==> config.mk <==
export PLATFORM = sky130hd
export DESIGN_NAME = pkt_stream_engine
export DESIGN_NICKNAME = d
export VERILOG_FILES = /design/src/rtl/pkt_stream_pkg.sv /design/src/rtl/pkt_tx_ctrl.sv /design/src/rtl/pkt_tx_dp.sv /design/src/rtl/pkt_rx.sv /design/src/rtl/pkt_stream_engine.sv
export SDC_FILE = /design/constraint.sdc
export NUM_CORES = 1
export LEC_CHECK = 0
export ABC_CLOCK_PERIOD_IN_PS = 6450
export BUFFER_PORTS_ARGS = -buffer_cell sky130_fd_sc_hd__buf_2
export CELL_PAD_IN_SITES_DETAIL_PLACEMENT = 1
export CELL_PAD_IN_SITES_GLOBAL_PLACEMENT = 2
export CORE_MARGIN = 2
export CORE_UTILIZATION = 37
export CTS_CLUSTER_DIAMETER = 150
export DETAILED_ROUTE_END_ITERATION = 7
export HOLD_SLACK_MARGIN = 0.03
export PLACE_DENSITY_LB_ADDON = 0.1
export SKIP_LAST_GASP = 1
export SYNTH_ARGS = -nofsm -noshare
export SYNTH_HDL_FRONTEND = slang
export SYNTH_SLANG_ARGS = --single-unit
==> constraint.sdc <==
create_clock -name clk -period 6.45 [get_ports clk]
set_input_delay 0.9675 -clock clk [delete_from_list [all_inputs] [get_ports clk]]
set_output_delay 0.9675 -clock clk [all_outputs]
set_load 0.005 [all_outputs]
==> src/rtl/pkt_stream_pkg.sv <==
package pkt_stream_pkg;

  typedef enum logic [2:0] {
    SEL_NONE,
    SEL_HDR,
    SEL_PAY,
    SEL_CRCH,
    SEL_CRCL
  } outSel_e;

  // control -> datapath strobes
  typedef struct packed {
    logic    load;
    logic    hdrGo;
    logic    payGo;
    outSel_e sel;
  } txStrobe_t;

  // datapath -> control status
  typedef struct packed {
    logic pktEnd;
    logic lastByte;
    logic remZero;
    logic lenZero;
    logic crcOn;
  } txFlag_t;

  // one byte of CRC-ITU-T, MSB first
  function automatic logic [15:0] crcStep(input logic [15:0] c, input logic [7:0] b);
    logic [15:0] r;
    r = c;
    for (int i = 7; i >= 0; i--) begin
      if (r[15] ^ b[i]) r = {r[14:0], 1'b0} ^ 16'h1021;
      else              r = {r[14:0], 1'b0};
    end
    return r;
  endfunction

  // packet size in bytes for a selector, clamped to the largest size
  function automatic int pktBytes(input int minLog, input int maxLog, input logic [2:0] sel);
    int s;
    s = int'(sel);
    if (s > maxLog - minLog) s = maxLog - minLog;
    return 1 << (minLog + s);
  endfunction

endpackage

==> src/rtl/pkt_tx_ctrl.sv <==
module pkt_tx_ctrl
  import pkt_stream_pkg::*;
(
  input  logic      clk,
  input  logic      rstN,
  input  logic      txStart,
  input  logic      inValid,
  input  logic      outReady,
  input  txFlag_t   flags,
  output txStrobe_t strobes,
  output logic      outValid,
  output logic      inReady,
  output logic      txBusy,
  output logic      zeroLen
);

  typedef enum logic [2:0] {T_IDLE, T_HDR, T_PAY, T_CRCH, T_CRCL} txState_e;
  txState_e state, nextState;

  always_comb begin
    strobes   = '0;
    outValid  = 1'b0;
    inReady   = 1'b0;
    nextState = state;
    case (state)
      T_IDLE: begin
        strobes.load = txStart & ~flags.lenZero;
        if (txStart && !flags.lenZero) nextState = T_HDR;
      end
      T_HDR: begin
        strobes.sel = SEL_HDR;
        outValid    = 1'b1;
        if (outReady) begin
          strobes.hdrGo = 1'b1;
          nextState     = T_PAY;
        end
      end
      T_PAY: begin
        strobes.sel = SEL_PAY;
        outValid    = inValid;
        inReady     = outReady;
        if (inValid && outReady) begin
          strobes.payGo = 1'b1;
          if (flags.pktEnd) begin
            if (flags.crcOn)         nextState = T_CRCH;
            else if (flags.lastByte) nextState = T_IDLE;
            else                     nextState = T_HDR;
          end
        end
      end
      T_CRCH: begin
        strobes.sel = SEL_CRCH;
        outValid    = 1'b1;
        if (outReady) nextState = T_CRCL;
      end
      T_CRCL: begin
        strobes.sel = SEL_CRCL;
        outValid    = 1'b1;
        if (outReady) nextState = flags.remZero ? T_IDLE : T_HDR;
      end
      default: nextState = T_IDLE;
    endcase
  end

  always_ff @(posedge clk) begin
    if (!rstN) begin
      state   <= T_IDLE;
      zeroLen <= 1'b0;
    end else begin
      state   <= nextState;
      zeroLen <= (state == T_IDLE) & txStart & flags.lenZero;
    end
  end

  assign txBusy = (state != T_IDLE);

endmodule

==> src/rtl/pkt_tx_dp.sv <==
module pkt_tx_dp
  import pkt_stream_pkg::*;
#(
  parameter int LEN_W   = 16,
  parameter int MIN_LOG = 8,
  parameter int MAX_LOG = 13
) (
  input  logic             clk,
  input  logic             rstN,
  input  txStrobe_t        strobes,
  input  logic [LEN_W-1:0] txLen,
  input  logic [2:0]       cfgSizeSel,
  input  logic             cfgCrcEn,
  input  logic [7:0]       inData,
  output txFlag_t          flags,
  output logic [7:0]       outData
);

  localparam int PKT_W = MAX_LOG + 1;

  logic [LEN_W-1:0] remLeft;
  logic [PKT_W-1:0] pktLeft;
  logic [15:0]      crcReg;
  logic             firstPkt;
  logic [2:0]       selL;
  logic             crcL;
  logic [LEN_W-1:0] pktSize;
  logic             remBig;
  logic [1:0]       orderCode;

  assign pktSize   = LEN_W'(pktBytes(MIN_LOG, MAX_LOG, selL));
  assign remBig    = remLeft > pktSize;
  assign orderCode = !remBig ? 2'd3 : (firstPkt ? 2'd1 : 2'd2);

  always_ff @(posedge clk) begin
    if (!rstN) begin
      remLeft  <= '0;
      pktLeft  <= '0;
      crcReg   <= 16'hFFFF;
      firstPkt <= 1'b0;
      selL     <= '0;
      crcL     <= 1'b0;
    end else begin
      if (strobes.load) begin
        remLeft  <= txLen;
        selL     <= cfgSizeSel;
        crcL     <= cfgCrcEn;
        firstPkt <= 1'b1;
      end
      if (strobes.hdrGo) begin
        pktLeft  <= remBig ? PKT_W'(pktSize) : PKT_W'(remLeft);
        crcReg   <= 16'hFFFF;
        firstPkt <= 1'b0;
      end
      if (strobes.payGo) begin
        remLeft <= remLeft - 1'b1;
        pktLeft <= pktLeft - 1'b1;
        crcReg  <= crcStep(crcReg, inData);
      end
    end
  end

  always_comb begin
    case (strobes.sel)
      SEL_HDR:  outData = {6'b111100, orderCode};
      SEL_PAY:  outData = inData;
      SEL_CRCH: outData = crcReg[15:8];
      SEL_CRCL: outData = crcReg[7:0];
      default:  outData = 8'h00;
    endcase
  end

  assign flags.pktEnd   = (pktLeft == PKT_W'(1));
  assign flags.lastByte = (remLeft == LEN_W'(1));
  assign flags.remZero  = (remLeft == '0);
  assign flags.lenZero  = (txLen == '0);
  assign flags.crcOn    = crcL;

endmodule

==> src/rtl/pkt_rx.sv <==
module pkt_rx
  import pkt_stream_pkg::*;
#(
  parameter int LEN_W      = 16,
  parameter int MIN_LOG    = 8,
  parameter int MAX_LOG    = 13,
  parameter int HUNT_LIMIT = 100
) (
  input  logic             clk,
  input  logic             rstN,
  input  logic [2:0]       cfgSizeSel,
  input  logic             cfgCrcEn,
  input  logic             rxStart,
  input  logic [LEN_W-1:0] rxLen,
  input  logic [7:0]       rxData,
  input  logic             rxValid,
  output logic             rxReady,
  output logic             rxBusy,
  output logic [7:0]       payData,
  output logic             payValid,
  output logic [7:0]       rspData,
  output logic             rspValid,
  output logic             crcErr,
  output logic             huntTimeout,
  output logic             zeroLen
);

  localparam int PKT_W  = MAX_LOG + 1;
  localparam int HUNT_W = $clog2(HUNT_LIMIT + 1);

  typedef enum logic [2:0] {R_IDLE, R_HUNT, R_PAY, R_CRCH, R_CRCL, R_RSP1, R_RSP2} rxState_e;
  rxState_e state;

  logic [LEN_W-1:0]  remLeft;
  logic [PKT_W-1:0]  pktLeft;
  logic [HUNT_W-1:0] huntCnt;
  logic [15:0]       crcReg;
  logic [7:0]        rcvHi;
  logic [3:0]        pktType;
  logic [2:0]        selL;
  logic              crcL;
  logic              pktBad;
  logic [LEN_W-1:0]  pktSize;
  logic              take;

  assign pktSize  = LEN_W'(pktBytes(MIN_LOG, MAX_LOG, selL));
  assign rxReady  = (state == R_HUNT) || (state == R_PAY) || (state == R_CRCH) || (state == R_CRCL);
  assign take     = rxValid & rxReady;
  assign rxBusy   = (state != R_IDLE);
  assign payValid = (state == R_PAY) & rxValid;
  assign payData  = rxData;
  assign rspValid = (state == R_RSP1) || (state == R_RSP2);
  assign rspData  = (state == R_RSP1) ? {4'hC, pktType} : {7'b0, pktBad};

  always_ff @(posedge clk) begin
    if (!rstN) begin
      state       <= R_IDLE;
      remLeft     <= '0;
      pktLeft     <= '0;
      huntCnt     <= '0;
      crcReg      <= 16'hFFFF;
      rcvHi       <= '0;
      pktType     <= '0;
      selL        <= '0;
      crcL        <= 1'b0;
      pktBad      <= 1'b0;
      crcErr      <= 1'b0;
      huntTimeout <= 1'b0;
      zeroLen     <= 1'b0;
    end else begin
      zeroLen <= (state == R_IDLE) & rxStart & (rxLen == '0);
      case (state)
        R_IDLE: begin
          if (rxStart && rxLen != '0) begin
            remLeft     <= rxLen;
            selL        <= cfgSizeSel;
            crcL        <= cfgCrcEn;
            crcErr      <= 1'b0;
            huntTimeout <= 1'b0;
            huntCnt     <= '0;
            state       <= R_HUNT;
          end
        end
        R_HUNT: begin
          if (take) begin
            if (rxData[7:4] == 4'hF) begin
              pktType <= rxData[3:0];
              pktLeft <= (remLeft > pktSize) ? PKT_W'(pktSize) : PKT_W'(remLeft);
              crcReg  <= 16'hFFFF;
              pktBad  <= 1'b0;
              huntCnt <= '0;
              state   <= R_PAY;
            end else if (huntCnt == HUNT_W'(HUNT_LIMIT - 1)) begin
              huntTimeout <= 1'b1;
              state       <= R_IDLE;
            end else begin
              huntCnt <= huntCnt + 1'b1;
            end
          end
        end
        R_PAY: begin
          if (take) begin
            crcReg  <= crcStep(crcReg, rxData);
            remLeft <= remLeft - 1'b1;
            pktLeft <= pktLeft - 1'b1;
            if (pktLeft == PKT_W'(1)) state <= crcL ? R_CRCH : R_RSP1;
          end
        end
        R_CRCH: begin
          if (take) begin
            rcvHi <= rxData;
            state <= R_CRCL;
          end
        end
        R_CRCL: begin
          if (take) begin
            if ({rcvHi, rxData} != crcReg) begin
              pktBad <= 1'b1;
              crcErr <= 1'b1;
            end
            state <= R_RSP1;
          end
        end
        R_RSP1:  state <= R_RSP2;
        R_RSP2:  state <= (remLeft == '0) ? R_IDLE : R_HUNT;
        default: state <= R_IDLE;
      endcase
    end
  end

endmodule

==> src/rtl/pkt_stream_engine.sv <==
module pkt_stream_engine
  import pkt_stream_pkg::*;
#(
  parameter int LEN_W      = 16,
  parameter int MIN_LOG    = 8,
  parameter int MAX_LOG    = 13,
  parameter int HUNT_LIMIT = 100
) (
  input  logic             clk,
  input  logic             rstN,
  input  logic [2:0]       cfgSizeSel,
  input  logic             cfgCrcEn,
  output logic             zeroLenErr,
  input  logic             txStart,
  input  logic [LEN_W-1:0] txLen,
  output logic             txBusy,
  input  logic [7:0]       inData,
  input  logic             inValid,
  output logic             inReady,
  output logic [7:0]       outData,
  output logic             outValid,
  input  logic             outReady,
  input  logic             rxStart,
  input  logic [LEN_W-1:0] rxLen,
  output logic             rxBusy,
  input  logic [7:0]       rxData,
  input  logic             rxValid,
  output logic             rxReady,
  output logic [7:0]       payData,
  output logic             payValid,
  output logic [7:0]       rspData,
  output logic             rspValid,
  output logic             crcErr,
  output logic             huntTimeout
);

  txStrobe_t txStrobes;
  txFlag_t   txFlags;
  logic      zeroLenTx;
  logic      zeroLenRx;

  pkt_tx_ctrl u_txCtrl (
    .clk      (clk),
    .rstN     (rstN),
    .txStart  (txStart),
    .inValid  (inValid),
    .outReady (outReady),
    .flags    (txFlags),
    .strobes  (txStrobes),
    .outValid (outValid),
    .inReady  (inReady),
    .txBusy   (txBusy),
    .zeroLen  (zeroLenTx)
  );

  pkt_tx_dp #(.LEN_W(LEN_W), .MIN_LOG(MIN_LOG), .MAX_LOG(MAX_LOG)) u_txDp (
    .clk        (clk),
    .rstN       (rstN),
    .strobes    (txStrobes),
    .txLen      (txLen),
    .cfgSizeSel (cfgSizeSel),
    .cfgCrcEn   (cfgCrcEn),
    .inData     (inData),
    .flags      (txFlags),
    .outData    (outData)
  );

  pkt_rx #(.LEN_W(LEN_W), .MIN_LOG(MIN_LOG), .MAX_LOG(MAX_LOG), .HUNT_LIMIT(HUNT_LIMIT)) u_rx (
    .clk         (clk),
    .rstN        (rstN),
    .cfgSizeSel  (cfgSizeSel),
    .cfgCrcEn    (cfgCrcEn),
    .rxStart     (rxStart),
    .rxLen       (rxLen),
    .rxData      (rxData),
    .rxValid     (rxValid),
    .rxReady     (rxReady),
    .rxBusy      (rxBusy),
    .payData     (payData),
    .payValid    (payValid),
    .rspData     (rspData),
    .rspValid    (rspValid),
    .crcErr      (crcErr),
    .huntTimeout (huntTimeout),
    .zeroLen     (zeroLenRx)
  );

  assign zeroLenErr = zeroLenTx | zeroLenRx;

endmodule

; ---- Word-level counts from Yosys, hierarchy flattened
; Cells that the tools add are included.
[word_totals]
romBits = 0
out_inout_bits = 34
mem_bits_rw = 0
in_bits = 59
mem_count = 0
elab_cells = 272
regBits = 131
latchBits = 0
[op_classes]
reduce_logical = 37
muxes = 121
multipliers = 0
n_shift = 2
addsub = 7
bitwise_logic = 42
div_mod_pow = 0
n_lt_le_gt_ge = 4
n_eq_ne = 38
[ops]
columns = op, n
row1 = 16-bit 2-to-1 mux, 44
row2 = 13-bit 2-to-1 mux, 16
row3 = 14-bit 2-to-1 mux, 7
row4 = 16-bit zero test, 4
row5 = 16-bit case mux with 2 select lines, 2
row6 = "1-bit by 32-bit << shifter with 16-bit output, first input constant", 2
row7 = 3-bit 2-to-1 mux, 17
row8 = 3-bit NOT, 16
row9 = 16-bit greater-than comparator, 2
row10 = 8-bit case mux with 4 select lines, 1
row11 = "16-bit by 1-bit subtractor with 16-bit output, second input constant", 2
row12 = "14-bit by 1-bit equality test with 1-bit output, second input constant", 2
row13 = 7-bit 2-to-1 mux, 4
row14 = 14-bit case mux with 2 select lines, 1
row15 = "14-bit by 1-bit subtractor with 14-bit output, second input constant", 2
row16 = 3-bit case mux with 7 select lines, 1
row17 = "2-bit inequality test, second input constant", 10
row18 = "3-bit by 2-bit equality test with 1-bit output, second input constant", 6
row19 = 1-bit 2-to-1 mux, 17
row20 = "16-bit by 1-bit equality test with 1-bit output, second input constant", 1
row21 = 16-bit inequality test, 1
row22 = 16-bit nonzero test, 1
row23 = 1-bit XOR, 16
row24 = "3-bit equality test, second input constant", 5
row25 = other kinds (31), 71

; ---- Longest topological paths before layout
; Gate-level depths: netlist of run 1.
[depth]
word_depth = 42
depth_mapped = 11
mapped_depth_nobuf = 9

; ---- Modules after synthesis
; A second synthesis of run 1 with hierarchy kept.
[unflattened]
cells_unflattened = 1068
area_unflattened_um2 = 8380.5
[modules_own_cells]
columns = mod, area_per_inst_um2, cells_each, instances
row1 = pkt_rx, 4680.7, 601, 1
row2 = pkt_tx_dp, 3364.5, 424, 1
row3 = pkt_tx_ctrl, 329.1, 42, 1
row4 = pkt_stream_engine, 6.3, 1, 1

; ---- Worst setup path after synthesis of run 1
; No wires, ideal clock.
[synth_path]
path_kind = flip-flop to output port
start = reg u_txDp.selL[1]
end = out outData[0]
arrival_ns = 2.274
stages_incl_launch_ff = 11
slack_ns = 3.208
n_path_buf = 2
path_cell_list = dfxtp_1 -> or3b_2 -> ha_1 -> o21a_1 -> a211o_1 -> a21oi_1 -> a41o_1 -> buf_4 -> buf_4 -> o21ai_0 -> o211ai_1
[synth_via]
elab_chain_cells = 7
[synth_rtl]
columns = item, line
row1 = from (decl), pkt_tx_dp.sv:25  ; logic [2:0] selL;
row2 = from (signal assigned), pkt_tx_dp.sv:46  ; selL <= cfgSizeSel;
row3 = 3-bit greater-than comparator, pkt_stream_pkg.sv:43  ; if (s > maxLog - minLog) s = maxLog - minLog;
row4 = 3-bit 2-to-1 mux (*), pkt_stream_pkg.sv:43
row5 = 4-bit by 3-bit adder with 5-bit output (*), pkt_stream_pkg.sv:44  ; return 1 << (minLog + s);
row6 = 1-bit by 32-bit << shifter with 16-bit output (*), pkt_stream_pkg.sv:44
row7 = 16-bit greater-than comparator (*), pkt_tx_dp.sv:32  ; assign remBig = remLeft > pktSize;
row8 = 2-bit 2-to-1 mux (*), pkt_tx_dp.sv:33  ; assign orderCode = !remBig ? 2'd3 : (firstPkt ? 2'd1 : 2'd2);
row9 = 8-bit case mux with 4 select lines (*), pkt_tx_dp.sv:64  ; case (strobes.sel)
row10 = to (decl), pkt_stream_engine.sv:20  ; output logic [7:0] outData,
; Mark *: on every way between the ends. The rest lies on a longest branch, timed or not.

; ---- Worst setup path after layout of run 1
; Same ends and word-level chain as after synthesis.

==> flow_summary.yaml, run 1 <==
status:
  status: "finished, final reports clean"
setup_path:
  required_ns: 5.48
  reg2reg_depth: 8
  path_buf_inv: 2
  worstSetupEndpointType: "output pin"
  path_delay_family: "compound AO/OA/AOI/OAI gates"
  crit_arrival_ns: 2.97
  worstPathMaxFanout: 18
  crit_chain: "or3b_2 -> ha_1 -> o21a_1 -> a211o_1 -> a21oi_1 -> a41o_1 -> buf_4 -> o21ai_0 -> o211ai_1 -> buf_2"
  r2r_setup_slack_ns: 3.49
  path_depth: 10
  startpoint_type: "flip-flop"
  critPathMaxStageDelay_ns: 0.50
  critPathKind: "flip-flop to output pin"
  slowest_stage: "or3b_2"
place:
  gp_congestion: 0.8001
  dp.final_hpwl_um: 17770
  portBuffers: 90
timing:
  max_freq_mhz: 253.8
  fin_tns_setup_ns: 0
  fin_crit_sh_pct: 61.10
  drv_slew: 0
  clock_skew_ns: 0.01200
  post-route-min-period_ns: 3.941
  hold_viol_final: 0
  tightest_slew_ns: 0.9455
  slew_headroom_pct: 36.79
  rsz0062_at_grt: "false"
  whs_ns: 0.4580
  setup_viol: 0
power:
  pwr-share-seq_pct: 32.8
  switchingPower_mw: 1.289
  power_density_nw_per_um2: 346.5
  p_total_mw: 3.203
  power.leakage_nw: 3.536
  power_frac_comb_pct: 38.1
  p_int_mw: 1.914
  vdd_ir_drop_max_mv: 0.1509
  p_sw_share_pct: 40.25
  p_clk_share_pct: 29.1
yosys:
  netlist_instances: 1050
  synth_area_sq_um: 8133
  async_flop_share_pct: 0
  ys_seq_area_share_pct: 32.25
  synth_area_per_cell_sq_um: 7.746
  ys_warn_count: 0
  ys_types: 79
  yosys_register_bits: 131
  synth_flop_cell: "dfxtp_1"
  synth_edf_count: 0
detailed_routing:
  drtIter0Drc: 262
  route.vias.total: 7816
  antenna_left: 0
  drc_errors: 0
  wire_per_inst_um: 18.15
  wirelength_um: 25340
  first_pass_iters: 4
  viasPerCell: 5.599
cts:
  worstSkewPairLatency_ns: 0.43
  cts_max_level: 4
  cts_tree: "yes"
  path_clk_slew_ns: 0.06
  cts.sinks: 131
  cts_resized: 0
  clk_path_buf_depth: 2
  cts_hold_buf: 0
  post-cts-setup-buffers: 0
  cts_buffers: 17
  cts_root_buffer: "clkbuf_16"
global_route:
  grt_pass1_vias: 7810
  grt.overflow.total: 0
  track_usage_pct: 21.60
  antenna_found_initial: 0
  grt_pass1_wl_um: 41080
  grt_max_degree: 62
floorplan:
  start_util_pct: 37.50
  rows: 54
  dieWidth_um: 152.3
  die_h_um: 152.3
  core_area_sq_um: 21690
  ioPinCount: 93
  die_area_sq_um: 23180
cells_and_area:
  final_cell_mix: "dfxtp_1, nand2_1, nor2_1"
  area_growth_syn_to_layout_pct: 13.65
  drive_above_1_share_pct: 15.05
  layout_commonest_cell: "dfxtp_1"
  antennaDiodeCount: 0
  postLayoutCoreUtil_pct: 42.62
  layout.nets: 1186
  regArea_sq_um: 2623
  multiInputGateArea_sq_um: 5065
  nFillCells: 2706
flow_run:
  cap_viol_max_count: 0
worst_hold_path:
  holdPathStages: 2
  hold_path_class: "flip-flop to flip-flop"
path summary, 6_finish.rpt:
check | from | to
max reg2reg | u_rx.selL[1] | u_rx.pktLeft[12]
min | u_rx.pktType[3] | u_rx.pktType[3]
max | u_txDp.selL[1] | outData[0]
min reg2reg | u_rx.pktType[3] | u_rx.pktType[3]
power by group through the flow:
stage / Combinational [mW] / Sequential, mW / Clock (mW)
final: 1.22 / 1.05 / 0.932
after global routing: 1.37 / 1.07 / 0.982
after CTS: 1.23 / 1.05 / 0.955
after detailed placement: 1.22 / 1.07 / 0
after global placement: 1.21 / 1.06 / 0
after floorplan: 0.953 / 1.00 / 0
routing by layer:
| metal | part of all wire (%) | vias up | global-route usage [%] |
|---|---|---|---|
| li1 | - | 3888 | - |
| met1 | 48 | 3817 | 27.94 |
| met2 | 49 | 87 | 37.49 |
| met3 | 2.1 | 24 | 3.185 |
| met4 | 1.2 | 0 | 6.097 |
| met5 | 0 | - | 0 |
state kept, by name, indices dropped and copies added, names as in the netlist, 4 cells and up:
| name | count |
|---|---|
| u_txDp.remLeft | 16 |
| u_txDp.pktLeft | 14 |
| u_rx.rcvHi | 8 |
| u_rx.remLeft | 16 |
| u_rx.pktLeft | 14 |
| u_rx.crcReg | 16 |
| u_txDp.crcReg | 16 |
| u_rx.huntCnt | 7 |
| u_rx.pktType | 4 |
cell type report:
class | instances | area share [%]
flip-flops and latches | 131 | 28.37
clock buffers | 18 | 4.752
repair buffers | 101 | 5.767
well taps | 280 | 3.790
multi-input cells | 820 | 54.80
inverters | 32 | 1.300
clock inverters | 14 | 1.218
cells in the mapped netlist, drive strengths merged, types with 11 or more instances:
| library cell | instances | area [sq um] |
|---|---|---|
| dfxtp | 131 | 2623 |
| nand2 | 117 | 439.2 |
| nor2 | 98 | 372.9 |
| a21oi | 91 | 455.4 |
| o21ai | 74 | 370.4 |
| clkbuf | 41 | 153.9 |
| nand3 | 41 | 210.2 |
| nor3 | 39 | 205.2 |
| xnor2 | 39 | 341.6 |
| xor2 | 37 | 324.1 |
| inv | 32 | 120.1 |
| buf | 30 | 191.4 |
| nor4 | 29 | 262.8 |
| ha | 24 | 300.3 |
| a31oi | 19 | 118.9 |
| a211oi | 14 | 105.1 |
| mux2i | 14 | 140.1 |
| o211ai | 12 | 90.09 |
| o22ai | 12 | 75.07 |
| and3 | 11 | 68.82 |
worst register-to-register path: cells and delay by family, from the launching register on:
kind | cells | cell delay, ns
AO/OA/AOI/OAI | 5 | 1.24
AND/OR/NAND/NOR | 1 | 0.50
adder cells (fa/ha/maj) | 1 | 0.30
multiplexers | 1 | 0.40
flip-flops | 1 | 0.45
through the flow:
| stage | instance area (sq um) | setup slack (ns) | instances |
|---|---|---|---|
| 2_1_floorplan | 8148 | 3.208 | 1054 |
| 3_3_place_gp | 8691 | 3.022 | 1364 |
| 3_5_place_dp | 8691 | 2.960 | 1364 |
| 4_1_cts | 9243 | 2.484 | 1396 |
| 5_1_grt | 9243 | 2.333 | 1396 |
| 6_report | 9243 | 2.509 | 1396 |
cell families (layout without fill, tap and decap cells):
| logic type | after synthesis | count (layout) | share of synthesized area (%) |
|---|---|---|---|
| simple gates | 404 | 404 | 25.48 |
| compound gates | 291 | 291 | 22.17 |
| flops | 131 | 131 | 32.25 |
| buf+inv | 103 | 165 | 5.723 |
| xor+xnor | 76 | 76 | 8.185 |
| fa+ha+maj | 24 | 24 | 3.692 |
| mux | 19 | 19 | 2.415 |
| other cells | 2 | 6 | 0.09234 |
No activity file was read; power rests on OpenSTA's default activity.
==> run 2: changes to the inputs <==
--- a/config.mk
+++ b/config.mk
@@ -5,12 +5,12 @@
 export SDC_FILE = /design/constraint.sdc
 export NUM_CORES = 1
 export LEC_CHECK = 0
-export ABC_CLOCK_PERIOD_IN_PS = 6450
+export ABC_CLOCK_PERIOD_IN_PS = 3500
 export BUFFER_PORTS_ARGS = -buffer_cell sky130_fd_sc_hd__buf_2
 export CELL_PAD_IN_SITES_DETAIL_PLACEMENT = 1
 export CELL_PAD_IN_SITES_GLOBAL_PLACEMENT = 2
 export CORE_MARGIN = 2
-export CORE_UTILIZATION = 37
+export CORE_UTILIZATION = 31
 export CTS_CLUSTER_DIAMETER = 150
 export DETAILED_ROUTE_END_ITERATION = 7
 export HOLD_SLACK_MARGIN = 0.03
==> constraint.sdc (replaced) <==
create_clock -name clk -period 3.5 [get_ports clk]
set_input_delay 0.525 -clock clk [delete_from_list [all_inputs] [get_ports clk]]
set_output_delay 0.525 -clock clk [all_outputs]
set_load 0.005 [all_outputs]
==> flow_summary.yaml, run 2 (same netlist as run 1, synthesis figures left out) <==
status:
  status: "finished, final reports clean"
worst_hold_path:
  hold_path_class: "input pin to flip-flop"
  hp-start: "txLen[1]"
  holdPathStages: 3
  holdPathEnd: "u_txDp.remLeft[1]"
power:
  power.leakage_nw: 3.635
  p_int_mw: 3.734
  p_sw_share_pct: 39.63
  switchingPower_mw: 2.452
  vdd_ir_drop_max_mv: 0.3186
  power_frac_comb_pct: 37.3
  pwr-share-seq_pct: 31.1
  p_clk_share_pct: 31.6
  power_density_nw_per_um2: 651.7
  p_total_mw: 6.186
detailed_routing:
  drc_errors: 0
  route.vias.total: 7802
  viasPerCell: 5.333
  wirelength_um: 27040
  first_pass_iters: 4
  antenna_left: 0
  wire_per_inst_um: 18.48
  drtIter0Drc: 369
flow_run:
  cap_viol_max_count: 0
setup_path:
  worstPathMaxFanout: 7
  crit-reg2reg-launch: "u_txDp.selL[1]"
  r2r-end: "u_txDp.pktLeft[9]"
  required_ns: 2.97
  crit_arrival_ns: 2.79
  startpoint_type: "flip-flop"
  worstSetupEndpointType: "output pin"
  crit_start: "u_txDp.selL[1]"
  reg2reg_depth: 9
  critPathKind: "flip-flop to output pin"
  r2r_setup_slack_ns: 0.56
global_route:
  grt_max_degree: 67
  antenna_found_initial: 0
  grt_pass1_wl_um: 44190
  grt.overflow.total: 0
  track_usage_pct: 19.89
  grt_pass1_vias: 7988
cells_and_area:
  area_growth_syn_to_layout_pct: 16.71
  multiInputGateArea_sq_um: 5067
  final_cell_mix: "dfxtp_1, nand2_1, nor2_1"
  antennaDiodeCount: 0
  nFillCells: 3174
  layout_commonest_cell: "dfxtp_1"
  regArea_sq_um: 2623
  layout.nets: 1198
  drive_above_1_share_pct: 16.05
  fin_area_sq_um: 9492
cts:
  cts_buffers: 17
  cts_hold_buf: 0
  worstSkewPairLatency_ns: 0.43
  cts.sinks: 131
  cts_tree: "yes"
  path_clk_slew_ns: 0.07
  clk_path_buf_depth: 2
  cts_resized: 0
  cts_max_level: 4
  post-cts-setup-buffers: 0
  cts_root_buffer: "clkbuf_16"
timing:
  post-route-min-period_ns: 3.310
  hold_viol_final: 0
  fin_tns_setup_ns: 0
  tightest_slew_ns: 0.8087
  fin_crit_sh_pct: 94.57
  slew_headroom_pct: 46.09
  fin_ws_ns: 0.1900
  rsz0062_at_grt: "false"
  setup_viol: 0
  max_freq_mhz: 302.1
  whs_ns: 0.3533
  clock_skew_ns: 0.01605
  drv_slew: 0
place:
  gp_congestion: 0.7900
  portBuffers: 90
  dp_slack_ns: 0.5635
  dp.final_hpwl_um: 19190
  placement.cell_area_sq_um: 8865
floorplan:
  core_area_sq_um: 25910
  die_area_sq_um: 27550
  start_util_pct: 31.39
  rows: 59
  die_h_um: 166.0
  dieWidth_um: 166.0
  ioPinCount: 93
## run 2: area by class of cell
class,count,area share (%)
Clock inverter,13,1.832
Tap cell,335,4.416
Multi-Input combinational cell,820,53.39
Clock buffer,19,4.772
Sequential cell,131,27.63
Inverter,32,1.265
Timing Repair Buffer,113,6.697
## run 2: per-layer routing
layer	up-vias	track usage, %	share of wire, %
li1	3903	-	-
met1	3790	25.65	47
met2	87	34.24	49
met3	22	2.955	2.1
met4	0	6.200	1.7
met5	-	0	0
## run 2: critical path, stage by stage, from the launching register on
cell	delay (ns)
dfxtp_1	0.42
or3b_2	0.49
ha_1	0.30
o21a_1	0.18
a211o_1	0.28
a21oi_1	0.15
a41o_1	0.22
o21ai_0	0.11
o211ai_1	0.08
buf_2	0.14
## run 2: worst max path at each step
stage                             end  cells past startpoint
finish                     outData[1]                      9
CTS                        outData[0]                      9
floorplan                  outData[0]                     10
global route               outData[0]                      9
global placement    u_txDp.pktLeft[9]                      9
detailed placement  u_txDp.pktLeft[9]                      9
## run 2: power by group through the flow
stage	combinational, mW	sequential [mW]	clock [mW]
final	2.31	1.92	1.96
after global routing	2.58	1.96	2.08
after CTS	2.33	1.92	2.01
after detailed placement	2.31	1.95	0
after global placement	2.30	1.95	0
after floorplan	1.76	1.84	0
## run 2: per-stage QoR
step	cells	utilization (%)
finish	1463	36.63
global route	1463	36.63
CTS	1463	36.63
detailed placement	1431	34.21
global placement	1431	34.21
floorplan	1054	-
==> run 3: changes to the inputs <==
--- a/config.mk
+++ b/config.mk
@@ -15,6 +15,7 @@
 export DETAILED_ROUTE_END_ITERATION = 7
 export HOLD_SLACK_MARGIN = 0.03
 export PLACE_DENSITY_LB_ADDON = 0.1
+export REMOVE_ABC_BUFFERS = 1
 export SKIP_LAST_GASP = 1
 export SYNTH_ARGS = -nofsm -noshare
 export SYNTH_HDL_FRONTEND = slang
==> flow_summary.yaml, run 3 (same netlist as run 1, synthesis figures left out) <==
status:
  status: "finished, final reports clean"
timing:
  hold_viol_final: 0
  drv_slew: 0
  post-route-min-period_ns: 3.309
  setup_viol: 0
  fin_crit_sh_pct: 94.54
  fin_tns_setup_ns: 0
  clock_skew_ns: 0.01235
  tightest_slew_ns: 0.8532
  whs_ns: 0.3593
  slew_headroom_pct: 42.69
  rsz0062_at_grt: "false"
  max_freq_mhz: 302.2
  fin_ws_ns: 0.1910
setup_path:
  worstSetupEndpointType: "output pin"
  critPathKind: "flip-flop to output pin"
  required_ns: 2.97
  crit_arrival_ns: 2.78
  startpoint_type: "flip-flop"
  worstPathMaxFanout: 7
  reg2reg_depth: 8
place:
  dp_slack_ns: 0.5275
  placement.cell_area_sq_um: 8887
  gp_congestion: 0.7640
  portBuffers: 90
  dp.final_hpwl_um: 19530
cts:
  clk_path_buf_depth: 2
  cts_hold_buf: 0
  cts_root_buffer: "clkbuf_16"
  path_clk_slew_ns: 0.06
  cts_buffers: 17
  cts_max_level: 4
  cts_tree: "yes"
  worstSkewPairLatency_ns: 0.43
  cts.sinks: 131
cells_and_area:
  area_growth_syn_to_layout_pct: 17.02
  fin_area_sq_um: 9517
  final_cell_mix: "dfxtp_1, nand2_1, nor2_1"
  drive_above_1_share_pct: 16.27
  layout_commonest_cell: "dfxtp_1"
  nFillCells: 3184
  layout.nets: 1201
global_route:
  track_usage_pct: 19.85
  grt_max_degree: 53
  grt.met3_usage_pct: 3.408
  grt.met1_usage_pct: 26.83
  grt.overflow.total: 0
  grt_pass1_vias: 7853
  top_usage_layer: "met2"
  antenna_found_initial: 2
  grt_pass1_wl_um: 44210
  grtUsageMet2_pct: 33.27
detailed_routing:
  wire_per_inst_um: 18.48
  drtIter0Drc: 368
  viasPerCell: 5.316
  antenna_left: 0
  first_pass_iters: 7
  wirelength_um: 27110
  route.vias.total: 7799
  drc_errors: 0
power:
  vdd_ir_drop_max_mv: 0.3109
  power_density_nw_per_um2: 653.8
  power.leakage_nw: 3.639
floorplan:
  dieWidth_um: 166.0
  rows: 59
  ioPinCount: 93
  die_area_sq_um: 27550
  core_area_sq_um: 25910
  die_h_um: 166.0
  start_util_pct: 31.39
worst_hold_path:
  hold_path_class: "input pin to flip-flop"
  holdPathStages: 3
flow_run:
  cap_viol_max_count: 0
-- run 3: final timing paths --
path | start | end | slack [ns]
min | cfgSizeSel[0] | u_txDp.selL[0] | 0.36
max reg2reg | u_rx.selL[1] | u_rx.pktLeft[9] | 0.74
min reg2reg | u_rx.pktType[3] | u_rx.pktType[3] | 0.46
max | u_txDp.selL[1] | outData[1] | 0.19
-- run 3: metrics by stage --
step | instances | util (%) | total power, mW
after floorplan | 983 | - | 3.495
after global placement | 1434 | 34.30 | 4.298
after detailed placement | 1434 | 34.30 | 4.315
after CTS | 1466 | 36.71 | 6.303
after global routing | 1466 | 36.72 | 6.658
final | 1467 | 36.73 | 6.222
-- run 3: cell type report --
type	instances	area, sq um	area share, %
timing repair buffer	116	658.1	6.916
clock buffer	19	442.9	4.654
sequential	131	2623	27.56
antenna	1	2.502	0.02630
inverter	32	120.1	1.262
multi-input combinational	820	5069	53.26
clock inverter	13	182.7	1.920
tap	335	419.2	4.404
-- run 3: where the power goes --
part           internal, mW  switching [mW]  leakage, nW  total, mW
Sequential             1.66           0.264         1.07       1.92
Combinational         0.921            1.42         2.28       2.34
Clock                  1.21           0.744        0.295       1.96
Total                  3.79            2.43         3.64       6.22
-- run 3: repair_timing --
action,CTS,global route
endpoints found under the setup margin,0,2
setup buffers,0,0
resized for setup,0,1
-- run 3: critical path, stage by stage, from the launching register on --
cell,delay (ns)
dfxtp_1,0.42
or3b_2,0.49
ha_1,0.30
o21a_1,0.18
a211o_1,0.28
a21oi_1,0.14
a41o_2,0.18
o21ai_0,0.12
o211ai_1,0.11
buf_2,0.15
-- run 3: metal layers --
metal | wire length, um | vias to the layer above | part of all wire (%)
met5 | 16 | - | 0.059
met4 | 210 | 2 | 0.77
met3 | 780 | 19 | 2.9
met2 | 12770 | 94 | 47
met1 | 13330 | 3768 | 49
li1 | - | 3916 | -
